## config.mk

```make
export PLATFORM = sky130hd
export DESIGN_NAME = window_fault_guard
export DESIGN_NICKNAME = d
export VERILOG_FILES = /design/src/rtl/wcf_pkg.sv /design/src/rtl/wcf_window_cmp.sv /design/src/rtl/wcf_event_regs.sv /design/src/rtl/wcf_safe_gate.sv /design/src/rtl/window_fault_guard.sv
export SDC_FILE = /design/constraint.sdc
export NUM_CORES = 1
export LEC_CHECK = 0
export BUFFER_PORTS_ARGS = -buffer_cell sky130_fd_sc_hd__buf_4
export CORE_MARGIN = 10
export CORE_UTILIZATION = 39
export DETAILED_ROUTE_END_ITERATION = 12
export HOLD_SLACK_MARGIN = 0.03
export PLACE_DENSITY = 0.79
export SYNTH_ARGS = -nofsm -noshare
export SYNTH_HDL_FRONTEND = slang
export SYNTH_SLANG_ARGS = --single-unit
```

## constraint.sdc

```tcl
create_clock -name clk -period 0.9 [get_ports clk]
set_input_delay 0.045 -clock clk [delete_from_list [all_inputs] [get_ports clk]]
set_output_delay 0.045 -clock clk [all_outputs]
set_load 0.01 [all_outputs]
```

## src/rtl/wcf_pkg.sv

```systemverilog
package wcf_pkg;
   typedef enum logic [1:0] {
      CMP_BELOW   = 2'd0,
      CMP_ABOVE   = 2'd1,
      CMP_INSIDE  = 2'd2,
      CMP_OUTSIDE = 2'd3
   } cmp_mode_e;
endpackage

```

## src/rtl/wcf_window_cmp.sv

```systemverilog
module wcf_window_cmp #(
   parameter int DW = 12
) (
   input  logic          valid,
   input  logic [DW-1:0] data,
   input  logic [DW-1:0] lo,
   input  logic [DW-1:0] hi,
   input  logic [1:0]    mode,
   output logic          hit
);
   import wcf_pkg::*;

   logic below_lo;
   logic above_hi;
   logic cond;

   assign below_lo = data < lo;
   assign above_hi = data > hi;

   always_comb begin
      unique case (cmp_mode_e'(mode))
         CMP_BELOW:   cond = below_lo;
         CMP_ABOVE:   cond = above_hi;
         CMP_INSIDE:  cond = !below_lo && !above_hi;
         CMP_OUTSIDE: cond = below_lo || above_hi;
         default:     cond = 1'b0;
      endcase
   end

   assign hit = valid && cond;
endmodule

```

## src/rtl/wcf_event_regs.sv

```systemverilog
module wcf_event_regs (
   input  logic clk,
   input  logic rst_n,
   input  logic hit,
   input  logic status_rd,
   output logic pulse,
   output logic status
);
   always_ff @(posedge clk or negedge rst_n) begin
      if (!rst_n) begin
         pulse  <= 1'b0;
         status <= 1'b0;
      end else begin
         pulse <= hit;
         if (hit)
            status <= 1'b1;
         else if (status_rd)
            status <= 1'b0;
      end
   end
endmodule

```

## src/rtl/wcf_safe_gate.sv

```systemverilog
module wcf_safe_gate #(
   parameter int             NCH        = 6,
   parameter logic [NCH-1:0] SAFE_LEVEL = '0
) (
   input  logic           clk,
   input  logic           rst_n,
   input  logic           pulse,
   input  logic           en,
   input  logic           clr,
   input  logic [NCH-1:0] pwm_in,
   output logic           held,
   output logic [NCH-1:0] pwm_out
);
   logic force_safe;

   always_ff @(posedge clk or negedge rst_n) begin
      if (!rst_n)
         held <= 1'b0;
      else if (en && pulse)
         held <= 1'b1;
      else if (clr && !pulse)
         held <= 1'b0;
   end

   assign force_safe = en && (pulse || held);

   for (genvar ch = 0; ch < NCH; ch++) begin : g_chan
      assign pwm_out[ch] = force_safe ? SAFE_LEVEL[ch] : pwm_in[ch];
   end
endmodule

```

## src/rtl/window_fault_guard.sv

```systemverilog
module window_fault_guard #(
   parameter int             DW         = 12,
   parameter int             NCH        = 6,
   parameter logic [NCH-1:0] SAFE_LEVEL = '0
) (
   input  logic           clk,
   input  logic           rst_n,
   input  logic           smp_valid,
   input  logic [DW-1:0]  smp_data,
   input  logic [DW-1:0]  thr_lo,
   input  logic [DW-1:0]  thr_hi,
   input  logic [1:0]     cmp_mode,
   input  logic           status_rd,
   input  logic           flt_en,
   input  logic           flt_clr,
   input  logic [NCH-1:0] pwm_in,
   output logic           fault_pulse,
   output logic           cmp_status,
   output logic           fault_held,
   output logic [NCH-1:0] pwm_out
);
   if (DW < 1 || DW > 32) begin : g_bad_dw
      $error("window_fault_guard: DW out of range");
   end
   if (NCH < 1) begin : g_bad_nch
      $error("window_fault_guard: NCH must be positive");
   end

   logic hit;

   wcf_window_cmp #(.DW(DW)) u_cmp (
      .valid (smp_valid),
      .data  (smp_data),
      .lo    (thr_lo),
      .hi    (thr_hi),
      .mode  (cmp_mode),
      .hit   (hit)
   );

   wcf_event_regs u_evt (
      .clk       (clk),
      .rst_n     (rst_n),
      .hit       (hit),
      .status_rd (status_rd),
      .pulse     (fault_pulse),
      .status    (cmp_status)
   );

   wcf_safe_gate #(.NCH(NCH), .SAFE_LEVEL(SAFE_LEVEL)) u_gate (
      .clk     (clk),
      .rst_n   (rst_n),
      .pulse   (fault_pulse),
      .en      (flt_en),
      .clr     (flt_clr),
      .pwm_in  (pwm_in),
      .held    (fault_held),
      .pwm_out (pwm_out)
   );
endmodule

```

# Word-level counts from Yosys, hierarchy flattened
# Cells that the tools add are included.
[op_classes] order_cmp=2 eq_ne=3 muxes=11 reduce_logical=13
[op_table] operator="greater-than comparator 12 bit" count=1
[op_table] operator="less-than comparator 12 bit" count=1
[op_table] operator="2-to-1 mux 1 bit" count=10
[op_table] operator="logical AND 1 bit" count=5
[op_table] operator="== test 2 bit, second input constant" count=2
[op_table] operator="one-hot mux 1 bit (4 select lines)" count=1
[op_table] operator="nonzero test 2 bit" count=2
[op_table] operator="logical NOT 1 bit" count=3
[op_table] operator="== test 2 x 1 -> 1 bit, second input constant" count=1
[op_table] operator="logical NOT 2 bit" count=1
[op_table] operator="logical OR 1 bit" count=2
[word_totals] reg_bits=3 input_bits=50 output_inout_bits=9 wordCells=32

# Depth between registers and ports, before layout
[depth] depth_word=6 ltp_mapped=8 ltp_nobuf=8

# Modules after synthesis
# A second synthesis with hierarchy kept.
[hier_totals] hier_cells=98 area_unflattened_um2=770.7
[by_module_without_submodules] module="wcf_window_cmp" n_inst=1 cells_per_inst=83 area_each_um2=624.3 seq_area_each_um2=0.0
[by_module_without_submodules] module="wcf_safe_gate" n_inst=1 cells_per_inst=11 area_each_um2=85.1 seq_area_each_um2=25.0
[by_module_without_submodules] module="wcf_event_regs" n_inst=1 cells_per_inst=4 area_each_um2=61.3 seq_area_each_um2=50.0

# Worst setup path before layout
# Ideal clock, no wire load.
[synth_timing] kind="input to register" start="input thr_hi[1]" end="register u_evt.pulse" setup_time_ns=0.087 arrival_ns=1.196 required_ns=0.813 setup_slack_ns=-0.382 stages=8 n_path_buf=0 cell_sequence="inv_1 -> ha_1 -> nor2b_1 -> o211ai_1 -> a211oi_1 -> o31ai_2 -> nand4_1 -> o211ai_1"
[synth_between] elab_chain_cells=5 word_cells_on_any_way=6 cone_classes="order compare (1); mux (1); reduce/logical (4)"
[synth_rtl] item="start, declared" line_no="window_fault_guard.sv:11" rtl="input logic [DW-1:0] thr_hi,"
[synth_rtl] item="greater-than comparator 12 bit *" line_no="wcf_window_cmp.sv:18" rtl="assign above_hi = data > hi;"
[synth_rtl] item="logical NOT 1 bit" line_no="wcf_window_cmp.sv:24" rtl="CMP_INSIDE: cond = !below_lo && !above_hi;"
[synth_rtl] item="logical AND 1 bit" line_no="wcf_window_cmp.sv:24"
[synth_rtl] item="one-hot mux 1 bit (4 select lines) *" line_no="wcf_window_cmp.sv:21" rtl="unique case (cmp_mode_e'(mode))"
[synth_rtl] item="logical AND 1 bit *" line_no="wcf_window_cmp.sv:30" rtl="assign hit = valid && cond;"
[synth_rtl] item="net hit" line_no="window_fault_guard.sv:29" rtl="logic hit;"
[synth_rtl] item="end signal, assigned" line_no="wcf_event_regs.sv:14" rtl="pulse <= hit;"
[synth_rtl] item="end, declared" line_no="wcf_event_regs.sv:6" rtl="output logic pulse,"
# Mark *: on every way through the listed nets, which the timed path passes. The rest lies on a longest branch.
# A chain may end at the register's enable or synchronous reset.

# Worst setup path after layout
[layout_timing] start="input smp_data[9]" end="register u_evt.status"
[layout_between] elab_chain_cells=6 word_cells_on_any_way=10 cone_classes="order compare (2); mux (2); reduce/logical (6)"
[layout_rtl] item="start, declared" line_no="window_fault_guard.sv:9" rtl="input logic [DW-1:0] smp_data,"
[layout_rtl] item="less-than comparator 12 bit or greater-than comparator 12 bit (tied branches)" line_no="wcf_window_cmp.sv:17, wcf_window_cmp.sv:18"
[layout_rtl] item="logical NOT 1 bit" line_no="wcf_window_cmp.sv:24"
[layout_rtl] item="logical AND 1 bit" line_no="wcf_window_cmp.sv:24"
[layout_rtl] item="one-hot mux 1 bit (4 select lines) *" line_no="wcf_window_cmp.sv:21"
[layout_rtl] item="logical AND 1 bit *" line_no="wcf_window_cmp.sv:30"
[layout_rtl] item="2-to-1 mux 1 bit or nonzero test 2 bit (tied branches)"
[layout_rtl] item="end signal, assigned" line_no="wcf_event_regs.sv:12" rtl="status <= 1'b0;"
[layout_rtl] item="end signal, assigned" line_no="wcf_event_regs.sv:16" rtl="status <= 1'b1;"
[layout_rtl] item="end signal, assigned" line_no="wcf_event_regs.sv:18" rtl="status <= 1'b0;"
[layout_rtl] item="end, declared" line_no="wcf_event_regs.sv:7" rtl="output logic status"
# Mark *: on every way between the ends. The rest lies on a longest branch, timed or not.

==> impl_results.md <==
* Vias in the first global route at 1069
* Cell count after synthesis at 102
* Leakage at 0.000832 µW
* Worst hold start: flt_en
* Total of max-cap violations at 0
* Pwr Total at 1300 µW
* Io pins at 59
* R2r endpoint: u_gate.held
* R2R cell count at 4
* Core ar. at 1800 µm²
* Most frequent CP cell: nand4_1
* Vias per cell at 5.32
* CP Class: in -> reg
* Worst Slack Setup Final at -0.383 ns
* Failing checks: negative setup slack
* Critical path cell sequence: buf_4 > ha_1 > nand4_1 > o21ai_1 > a31oi_1 > o31ai_2 > nand4_1 > o2111ai_2
* Post-layout min period at 1.28 ns
* Reg area at 75.1 µm²
* Chip height at 64.3 µm
* CP top delay family: compound AO/OA/AOI/OAI gates
* Mapped cell area at 767 µm²
* VDD IR-drop max at 520 µV
* Relative slew slack at 81.3%
* Gr usage total at 13.8%
* Startpoint types: input pin
* Routability-driven placement congestion ratio at 0.772
* Largest net degree at the start of global routing at 7
* Multi-input gate area at 792 µm²
* CP required at 0.99 ns
* Syn Nets at 175
* Crit path depth at 8
* Die area at 4140 µm²
* RSZ-0062 raised after global routing: yes
* Reg-to-reg startpoint: u_evt.pulse
* CTS H-tree depth at 1
* Yosys cell types at 22
* Worst hold path class: in -> reg
* First-pass GRT wire length at 4.71 mm
* Status: complete, but fails checks
* Post-route ant nets at 0
* Slew Viols, Final at 0
* Die span in x at 64.3 µm
* Final hold violation count at 0
* IO Port Bufs at 58
* CP bufs+invs at 1
* Register bit count reported by yosys at 3
* WL final at 3.62 mm
* Final #Nets at 248
* Num rows at 15
* Fmax at 779 MHz
* Hold path depth at 3
* Vias at 1058
* Ant. Diodes at 0
* Worst path max stage delay at 0.33 ns
* Worst-path fanout max at 2
* Root Buffer: clkbuf_4
* CTS Sinks at 3
* Residual DRC count at 0
* Final setup fails at 11
* Initial Utilization at 42.6%
* Worst skew pair latency at 0.23 ns
* TritonRoute pass-1 iters at 4
* Clock slew at reported path FFs at 0.04 ns
* R2R Setup Slk at -0.01 ns
* CTS Buf Count at 3
* Seq/Total Area, Yosys at 9.79%
* WL/cell at 18.2 µm
* Share of layout cells above drive strength 1 at 58.6%
* CTS tree: yes
* Worst Setup End Kind: flip-flop
* Number of antenna violations at the first check in global routing at 0
* Hold worst-path end: u_gate.held
* Synth-to-Final Area Change at 108%
* Syn Area/Cell at 7.52 µm²
* Grt ovf at 0
* Clock Tree Buf Depth at 2
* Hold slack at 0.106 ns
* Yosys warns at 0
* Transition time of the tightest slew-check pin at 0.280 ns
* Fin crit share at 143%
* Power Dens Cells at 814 nW/µm²
* Fillers at 94
* Post-Route Skew at 0.00453 ns
* WP data arrival at 1.38 ns
* DR iter-0 viols at 56
* Post-DP HPWL at 2.57 mm
* Critical path's slowest cell: ha_1
==> layout make-up <==
class	count	share of cell area (%)
Sequential cell	3	4.71
Inverter	24	6.43
Tap cell	25	1.96
Timing Repair Buffer	68	35.6
Clock buffer	4	1.65
Multi-Input combinational cell	75	49.6
==> worst min-delay path, cell delays in order <==
cell and delay, ns:
buf_4 0.11, o21ai_2 0.06, o21ai_1 0.08
==> per-layer routing <==
metal	global-route usage [%]	vias to the layer above	wire length, µm
met5	0	-	0
met1	15.2	491	1380
li1	-	502	-
met4	2.41	0	20
met3	4.18	2	380
met2	25.4	63	1840
==> kinds of logic after synthesis <==
group	share of synthesized area [%]
AOI/OAI and AO/OA	21.7
adders and majority gates	37.5
buffers and inverters	11.7
DFF	9.79
and+or+nand+nor	19.3
==> cells in the final DEF (no fill, tap or decap), drive strengths merged, types with 3 or more instances in the layout <==
cell,n
a21o,4
a21oi,8
and2,6
buf,66
clkbuf,4
dfrtp,3
ha,23
inv,24
nand2,6
nand3,4
nand4,5
o21ai,5
==> per-stage QoR <==
step                      cell area (µm²)  worst slack, ns  utilization [%]  setup TNS [ns]  instances
after floorplan                       867           -0.325                -          -0.634        102
after global placement               1380           -0.542             76.5           -1.27        191
after CTS                            1470           -0.320             81.3           -2.15        197
after global routing                 1600           -0.415             88.5           -3.06        199
after detailed placement             1380           -0.596             76.5           -1.52        191
final                                1600           -0.383             88.5           -2.73        199
==> synthesized netlist by cell type (all sizes together) <==
master	n	area (µm²)
o2111ai	1	8.76
a41oi	1	8.76
ha	23	288
a21oi	8	40.0
o31ai	2	25.0
a21o	4	30.0
nand2b	1	6.26
a31oi	1	6.26
o211ai	2	15.0
nand3	4	20.0
and2b	1	7.51
inv	24	90.1
nand2	6	22.5
nor2b	2	12.5
or3	1	6.26
a211oi	1	7.51
nand4	5	31.3
o21ai	5	25.0
nor2	1	3.75
and2	6	37.5
dfrtp	3	75.1
==> registers in the layout (all words and copies together), names as in the netlist <==
name          flops
u_gate.held       1
u_evt.pulse       1
u_evt.status      1
==> how the worst max path moves through the flow <==
| stage | startpoint | slack (ns) | to |
|---|---|---|---|
| after detailed placement | thr_hi[1] | -0.60 | u_evt.pulse |
| after CTS | thr_hi[1] | -0.32 | u_evt.pulse |
| final | smp_data[9] | -0.38 | u_evt.status |
| after global routing | smp_data[9] | -0.42 | u_evt.status |
| after floorplan | thr_hi[1] | -0.32 | u_evt.pulse |
| after global placement | smp_data[11] | -0.54 | u_evt.status |
==> report_power, final <==
group	leakage, µW	switching, µW	total (µW)	internal [µW]
Combinational	0.000779	369	880	511
Sequential	0.0000378	21.6	179	158
Clock	0.0000150	73.1	240	166
==> timing repair <==
action | in CTS | in global routing
hold endpoints to repair | 4 | 0
resized for setup | 11 | 25
hold buffers | 2 | 0
cloned | 0 | 0
setup buffers | 0 | 3
pin swaps | 11 | 15
setup endpoints to repair | 10 | 11
No activity file was read; power rests on OpenSTA's default activity.
